===== src/rtl/reconv_pkg.sv =====
package reconv_pkg;
  typedef enum logic [1:0] {
    CLS_NONE    = 2'd0,
    CLS_UNIFORM = 2'd1,
    CLS_SPLIT   = 2'd2
  } br_cls_e;
endpackage


===== src/rtl/reconv_split.sv =====
module reconv_split
  import reconv_pkg::*;
#(
  parameter int LANES = 32
) (
  input  logic             is_br,
  input  logic [LANES-1:0] act,
  input  logic [LANES-1:0] taken,
  output br_cls_e          cls,
  output logic [LANES-1:0] tk_mask,
  output logic [LANES-1:0] nt_mask
);
  // inactive lanes never vote
  always_comb begin
    tk_mask = act & taken;
    nt_mask = act & ~taken;
    if (!is_br)
      cls = CLS_NONE;
    else if (tk_mask == '0 || nt_mask == '0)
      cls = CLS_UNIFORM;
    else
      cls = CLS_SPLIT;
  end
endmodule


===== src/rtl/reconv_lifo.sv =====
module reconv_lifo #(
  parameter int LANES = 32,
  parameter int PC_W  = 32,
  parameter int DEPTH = 8,
  localparam int CNT_W = $clog2(DEPTH + 1),
  localparam int IDX_W = (DEPTH > 1) ? $clog2(DEPTH) : 1
) (
  input  logic             clk,
  input  logic             rst,
  input  logic             push_a,
  input  logic [PC_W-1:0]  a_pc,
  input  logic [LANES-1:0] a_mask,
  input  logic [PC_W-1:0]  a_rpc,
  input  logic             push_b,
  input  logic [PC_W-1:0]  b_pc,
  input  logic [LANES-1:0] b_mask,
  input  logic [PC_W-1:0]  b_rpc,
  input  logic             pop,
  output logic [CNT_W-1:0] cnt,
  output logic [PC_W-1:0]  top_pc,
  output logic [LANES-1:0] top_mask,
  output logic [PC_W-1:0]  top_rpc
);
  logic [PC_W-1:0]  pc_m   [DEPTH];
  logic [LANES-1:0] mask_m [DEPTH];
  logic [PC_W-1:0]  rpc_m  [DEPTH];
  logic [CNT_W-1:0] cnt_q;
  logic [IDX_W-1:0] top_idx;

  assign cnt = cnt_q;

  always_ff @(posedge clk) begin
    for (int i = 0; i < DEPTH; i++) begin
      if (push_a && cnt_q == CNT_W'(i)) begin
        pc_m[i]   <= a_pc;
        mask_m[i] <= a_mask;
        rpc_m[i]  <= a_rpc;
      end
      if (push_b && (cnt_q + CNT_W'(1)) == CNT_W'(i)) begin
        pc_m[i]   <= b_pc;
        mask_m[i] <= b_mask;
        rpc_m[i]  <= b_rpc;
      end
    end
  end

  always_ff @(posedge clk) begin
    if (rst)
      cnt_q <= '0;
    else if (push_a)
      cnt_q <= cnt_q + (push_b ? CNT_W'(2) : CNT_W'(1));
    else if (pop)
      cnt_q <= cnt_q - CNT_W'(1);
  end

  always_comb begin
    top_idx  = (cnt_q == '0) ? '0 : IDX_W'(cnt_q - CNT_W'(1));
    top_pc   = pc_m[top_idx];
    top_mask = mask_m[top_idx];
    top_rpc  = rpc_m[top_idx];
  end

  p_cnt_bound_r10: assert property (@(posedge clk) disable iff (rst)
    cnt_q <= CNT_W'(DEPTH));
  p_no_empty_pop_r2: assert property (@(posedge clk) disable iff (rst)
    pop |-> cnt_q != '0);
  p_room_for_pair_r10: assert property (@(posedge clk) disable iff (rst)
    push_b |-> (push_a && cnt_q <= CNT_W'(DEPTH - 2)));
endmodule


===== src/rtl/warp_reconv_stack.sv =====
module warp_reconv_stack
  import reconv_pkg::*;
#(
  parameter int          LANES    = 32,
  parameter int          PC_W     = 32,
  parameter int          DEPTH    = 8,
  parameter logic [31:0] RESET_PC = 32'h0,
  localparam int         CNT_W    = $clog2(DEPTH + 1)
) (
  input  logic             clk,
  input  logic             rst,
  input  logic             step_i,
  input  logic [PC_W-1:0]  pc_i,
  input  logic             br_i,
  input  logic [LANES-1:0] taken_i,
  input  logic [PC_W-1:0]  tgt_i,
  input  logic [PC_W-1:0]  rpc_i,
  input  logic [PC_W-1:0]  fall_i,
  output logic [PC_W-1:0]  next_pc_o,
  output logic [LANES-1:0] mask_o,
  output logic             ovf_o
);
  logic [PC_W-1:0]  pc_q, rpc_q, n_pc, n_rpc, cand;
  logic [LANES-1:0] mask_q, n_mask, tk_mask, nt_mask;
  logic             ovf_q, n_ovf;
  logic             push_a, push_b, pop, room;
  br_cls_e          cls;
  logic [CNT_W-1:0] cnt;
  logic [PC_W-1:0]  top_pc, top_rpc;
  logic [LANES-1:0] top_mask;

  reconv_split #(.LANES(LANES)) u_split (
    .is_br(br_i), .act(mask_q), .taken(taken_i),
    .cls(cls), .tk_mask(tk_mask), .nt_mask(nt_mask)
  );

  // record a: join point; record b: pending not-taken path
  reconv_lifo #(.LANES(LANES), .PC_W(PC_W), .DEPTH(DEPTH)) u_lifo (
    .clk(clk), .rst(rst),
    .push_a(push_a), .a_pc(rpc_i), .a_mask(mask_q), .a_rpc(rpc_q),
    .push_b(push_b), .b_pc(fall_i), .b_mask(nt_mask), .b_rpc(rpc_i),
    .pop(pop), .cnt(cnt),
    .top_pc(top_pc), .top_mask(top_mask), .top_rpc(top_rpc)
  );

  assign room = (cnt <= CNT_W'(DEPTH - 2));

  always_comb begin
    push_a = 1'b0;
    push_b = 1'b0;
    pop    = 1'b0;
    n_pc   = pc_q;
    n_mask = mask_q;
    n_rpc  = rpc_q;
    n_ovf  = ovf_q;
    cand   = pc_i + PC_W'(1);
    if (step_i) begin
      if (cls == CLS_SPLIT) begin
        if (!room) begin
          n_ovf = 1'b1;          // refuse the split
          n_pc  = tgt_i;
        end else if (tgt_i == rpc_i) begin
          push_a = 1'b1;         // empty taken path
          n_pc   = fall_i;
          n_mask = nt_mask;
          n_rpc  = rpc_i;
        end else begin
          push_a = 1'b1;
          push_b = 1'b1;
          n_pc   = tgt_i;
          n_mask = tk_mask;
          n_rpc  = rpc_i;
        end
      end else begin
        if (cls == CLS_UNIFORM)
          cand = (tk_mask != '0) ? tgt_i : fall_i;
        if (cnt != '0 && cand == rpc_q) begin
          pop    = 1'b1;
          n_pc   = top_pc;
          n_mask = top_mask;
          n_rpc  = top_rpc;
        end else begin
          n_pc = cand;
        end
      end
    end
  end

  always_ff @(posedge clk) begin
    if (rst) begin
      pc_q   <= PC_W'(RESET_PC);
      mask_q <= '1;
      rpc_q  <= '0;
      ovf_q  <= 1'b0;
    end else begin
      pc_q   <= n_pc;
      mask_q <= n_mask;
      rpc_q  <= n_rpc;
      ovf_q  <= n_ovf;
    end
  end

  assign next_pc_o = pc_q;
  assign mask_o    = mask_q;
  assign ovf_o     = ovf_q;

  p_mask_nonzero_r4: assert property (@(posedge clk) disable iff (rst)
    mask_o != '0);
  p_ovf_sticky_r10: assert property (@(posedge clk) disable iff (rst)
    ovf_o |=> ovf_o);
  p_idle_hold_r2: assert property (@(posedge clk) disable iff (rst)
    !step_i |=> ($stable(next_pc_o) && $stable(mask_o)));
  p_push_narrows_r4: assert property (@(posedge clk) disable iff (rst)
    (cnt > $past(cnt)) |-> ((mask_o & ~$past(mask_o)) == '0));
endmodule


===== config.mk =====
export PLATFORM = sky130hd
export DESIGN_NAME = warp_reconv_stack
export DESIGN_NICKNAME = d
export VERILOG_FILES = /design/src/rtl/reconv_pkg.sv /design/src/rtl/reconv_split.sv /design/src/rtl/reconv_lifo.sv /design/src/rtl/warp_reconv_stack.sv
export SDC_FILE = /design/constraint.sdc
export NUM_CORES = 2
export LEC_CHECK = 0
export ABC_AREA = 1
export BUFFER_PORTS_ARGS = -buffer_cell sky130_fd_sc_hd__buf_4
export CAP_MARGIN = 20
export CORE_ASPECT_RATIO = 2
export CORE_MARGIN = 4
export CORE_UTILIZATION = 45
export DETAILED_ROUTE_END_ITERATION = 6
export SETUP_SLACK_MARGIN = 0.05
export SLEW_MARGIN = 30
export SYNTH_ARGS = -nofsm -noshare
export SYNTH_HDL_FRONTEND = slang
export SYNTH_SLANG_ARGS = --single-unit

===== constraint.sdc =====
create_clock -name clk -period 18.8 [get_ports clk]
set_input_delay 0 -clock clk [delete_from_list [all_inputs] [get_ports clk]]
set_output_delay 0 -clock clk [all_outputs]
set_load 0.03 [all_outputs]

==> impl_metrics.py <==
metrics = {
    "global_route": {
        "antenna_found_initial": 14,
        "grt_max_degree": 161,
        "grt.overflow.total": 0,
        "grtUsageTotal_pct": 32.72,
        "grt_pass1_vias": 39380,
        "grt_pass1_wl_um": 260900,
    },
    "finish": {
        "nFillCells": 9469,
        "final-seq-area_sq_um": 25080,
        "utilization_pct": 51.32,
        "drive_gt1_share_pct": 8.553,
        "nNetsFinal": 5523,
        "syn_to_final_growth_pct": 13.12,
        "instances_no_fill": 6763,
        "multi_input_area_sq_um": 18170,
    },
    "synth": {
        "synth_most_common_cell": "nand2_1",
        "synth_edf_count": 768,
        "synth_seq_cells": 869,
        "yosysTopAreaCell": "edfxtp_1",
        "syn_inst": 5304,
        "yosys.area.top_type_share_pct": 50.15,
        "synth_nets": 5479,
        "synth_common_cells": "nand2_1 (1316), o21ai_0 (904), edfxtp_1 (768)",
        "ys_seq_area_share_pct": 54.55,
        "ys.warnings.count": 0,
        "ys_top_cells_by_area": "edfxtp_1 (50%), nand2_1 (11%), o21ai_0 (9.8%), dfxtp_1 (4.4%), nor2_1 (3.9%)",
        "synthFlopType": "edfxtp_1",
        "postSynthAreaPerCell_sq_um": 8.670,
        "synthArstFlopShare_pct": 0,
        "synth.distinct_cells": 45,
        "netlist_area_sq_um": 45990,
    },
    "outcome": {
        "violations": "design-rule violations",
        "status": "finished with violations",
    },
    "pwr": {
        "power_switching_w": 0.001569,
        "vdd_ir_drop_max_mv": 0.06380,
        "power_density_nw_per_um2": 95.03,
        "power_frac_seq_pct": 45.1,
        "p_int_w": 0.003374,
        "comb_power_share_pct": 21.8,
        "power_leakage_nw": 18.94,
        "p_sw_share_pct": 31.74,
        "clockPowerShare_pct": 33.1,
    },
    "route": {
        "drt_iter0_markers": 4617,
        "wirelength_um": 181500,
        "drcViolationCount": 2,
        "firstDrtPassIters": 7,
        "routedWlPerCell_um": 26.84,
        "vias": 41390,
        "ant_nets": 0,
        "routed_via_density": 6.121,
    },
    "worst_setup_path": {
        "path_cells": "inv_6 > ha_1 > nand2_1 > inv_1 > nor2_4 > inv_8 > buf_4 > buf_4 > buf_4 > buf_4 > nand2_1 > nand3_1 > a21oi_1 > a31oi_1 > nand4_1 > nand3b_1 > dlygate4sd3_1 > nand2_1 > inv_1",
        "critical-path-slowest-cell": "buf_4",
        "rr_startpoint": "u_lifo.cnt[0]$_SDFFE_PP0P_",
        "crit_required_ns": 19.45,
        "path_buf_inv": 9,
        "critPathTopFamily": "buffers and inverters",
        "worstSetupStartpointType": "flip-flop",
        "worstPathArrival_ns": 8.01,
        "path_class": "reg2reg",
        "end_kind": "flip-flop",
        "crit_path_start": "u_lifo.cnt[0]$_SDFFE_PP0P_",
        "cp_common_cell": "buf_4",
        "max_stage_delay_ns": 0.91,
        "cp_max_fo": 109,
    },
    "floorplan": {
        "initial_utilization_pct": 45.37,
        "io_pins": 229,
        "die_x_um": 234.0,
        "dieArea_sq_um": 107700,
        "coreArea_sq_um": 101400,
        "rows": 165,
        "die_y_um": 460.1,
    },
    "clock_network": {
        "clk_pin_slew_ns": 0.07,
        "htreeDepth": 3,
        "clk_latency_ns": 0.71,
        "cts_made_buffers": 80,
        "numClockSinks": 869,
        "cts_tree": "built",
        "cts_buffer_depth": 3,
        "cts_root_buf": "clkbuf_16",
    },
    "sta": {
        "whs_ns": 0.05006,
        "report.final.slew_viol_count": 0,
        "worstMarginPinSlew_ns": 1.088,
        "rsz0062_at_grt": "no",
        "finalCriticalPeriod_ns": 7.358,
        "slew_headroom_pct": 26.54,
        "fmax_mhz": 135.9,
        "period_share_pct": 39.14,
        "hold_violations": 0,
        "fin_worst_skew_ns": 0.04245,
        "fin_tns_setup_ns": 0,
        "setup_viol": 0,
    },
    "place": {
        "placed_cells": 6484,
        "gp_congestion": 0.9968,
        "hpwlAfterDp_um": 111200,
        "portBuffers": 228,
    },
    "worst_hold_path": {
        "hp-class": "in2reg",
        "hp-start": "pc_i[14]",
    },
    "job": {
        "drv_cap": 0,
    },
}
[layout by cell type, fill, tap and decap left out, types with 10 or more instances in the layout]
| cell type | n |
|---|---|
| or3_1 | 32 |
| inv_1 | 265 |
| dlygate4sd3_1 | 117 |
| o311ai_0 | 27 |
| nor2_1 | 473 |
| o221ai_1 | 192 |
| clkinv_2 | 15 |
| nand2_1 | 1315 |
| o21ai_1 | 10 |
| dfxtp_1 | 101 |
| a21oi_1 | 100 |
| xor2_1 | 19 |
| a31oi_1 | 33 |
| nor3_1 | 79 |
| edfxtp_1 | 768 |
| clkbuf_1 | 21 |
| nand3_1 | 314 |
| diode_2 | 14 |
| buf_4 | 280 |
| clkbuf_16 | 83 |
| ha_1 | 10 |
| nand4_1 | 62 |
| a32o_1 | 32 |
| o21ai_0 | 904 |
| clkinv_1 | 10 |
| nand3b_1 | 45 |
[sequential cells by signal, summed over array words and instances (netlist names)]
signal,flops
u_lifo.mask_m,256
ovf_o,1
mask_o,32
rpc_q,32
u_lifo.rpc_m,256
next_pc_o,32
u_lifo.pc_m,256
u_lifo.cnt,4
[per-stage QoR]
stage               setup WS [ns]  instance area, sq um  power [W]
floorplan                   11.82                 45990   0.002918
global placement            11.99                 48200   0.003296
finish                      11.44                 52020   0.004943
CTS                         11.45                 51950   0.004943
global route                11.03                 52000   0.005107
detailed placement          11.92                 48260   0.003314
[power groups by stage]
stage | Sequential (W) | Clock [W] | Combinational (W)
global placement | 0.00227 | 0 | 0.00103
CTS | 0.00223 | 0.00165 | 0.00107
global route | 0.00223 | 0.00172 | 0.00116
finish | 0.00223 | 0.00164 | 0.00108
floorplan | 0.00229 | 0 | 0.000628
detailed placement | 0.00227 | 0 | 0.00105
[routing by layer]
layer  GRT usage (%)  part of all wire (%)  vias up
li1                -                     -    18680
met1           37.79                    35    19840
met2           56.40                    50     2290
met3           5.393                   8.2      572
met4           19.85                   7.1        6
met5               0                 0.022        -
[final cells by class]
| class | count | share of cell area, % |
|---|---|---|
| flip-flops and latches | 869 | 48.22 |
| diodes | 14 | 0.06735 |
| well taps | 1336 | 3.213 |
| multi-input cells | 3713 | 34.93 |
| clock buffers | 111 | 4.284 |
| clock inverters | 36 | 0.5580 |
| inverters | 276 | 2.040 |
| repair buffers | 408 | 6.691 |
[kinds of logic (layout without fill, tap and decap cells)]
logic type / count (synthesis) / after routing / share of synthesized area [%]
flops: 869 / 869 / 54.55
buf+inv: 722 / 831 / 6.290
xor+xnor: 25 / 25 / 0.4761
fa+ha+maj: 11 / 11 / 0.3156
simple gates: 2361 / 2361 / 21.68
mux: 1 / 1 / 0.02177
other cells: 0 / 14 / 0
compound gates: 1315 / 1315 / 16.67
[path summary, 6_finish.rpt]
check                                to  slack [ns]  cells past startpoint
max          next_pc_o[20]$_SDFFE_PP0P_       11.44                     19
min          next_pc_o[14]$_SDFFE_PP0P_        0.05                      8
max reg2reg  next_pc_o[20]$_SDFFE_PP0P_       11.44                     19
min reg2reg          ovf_o$_SDFFE_PP0P_        0.45                      2
[worst min-delay path: cells and delay by family]
kind / cells / cell delay (ns)
xor+xnor: 1 / 0.14
simple gates: 5 / 0.44
buf+inv: 2 / 0.14
[what timing repair did]
item                                   CTS  global route
endpoints found under the hold margin  803             0
hold buffers                           117             0
resized for setup                        0             0
setup buffers                            0             0
(Power assumes the default switching activity.)
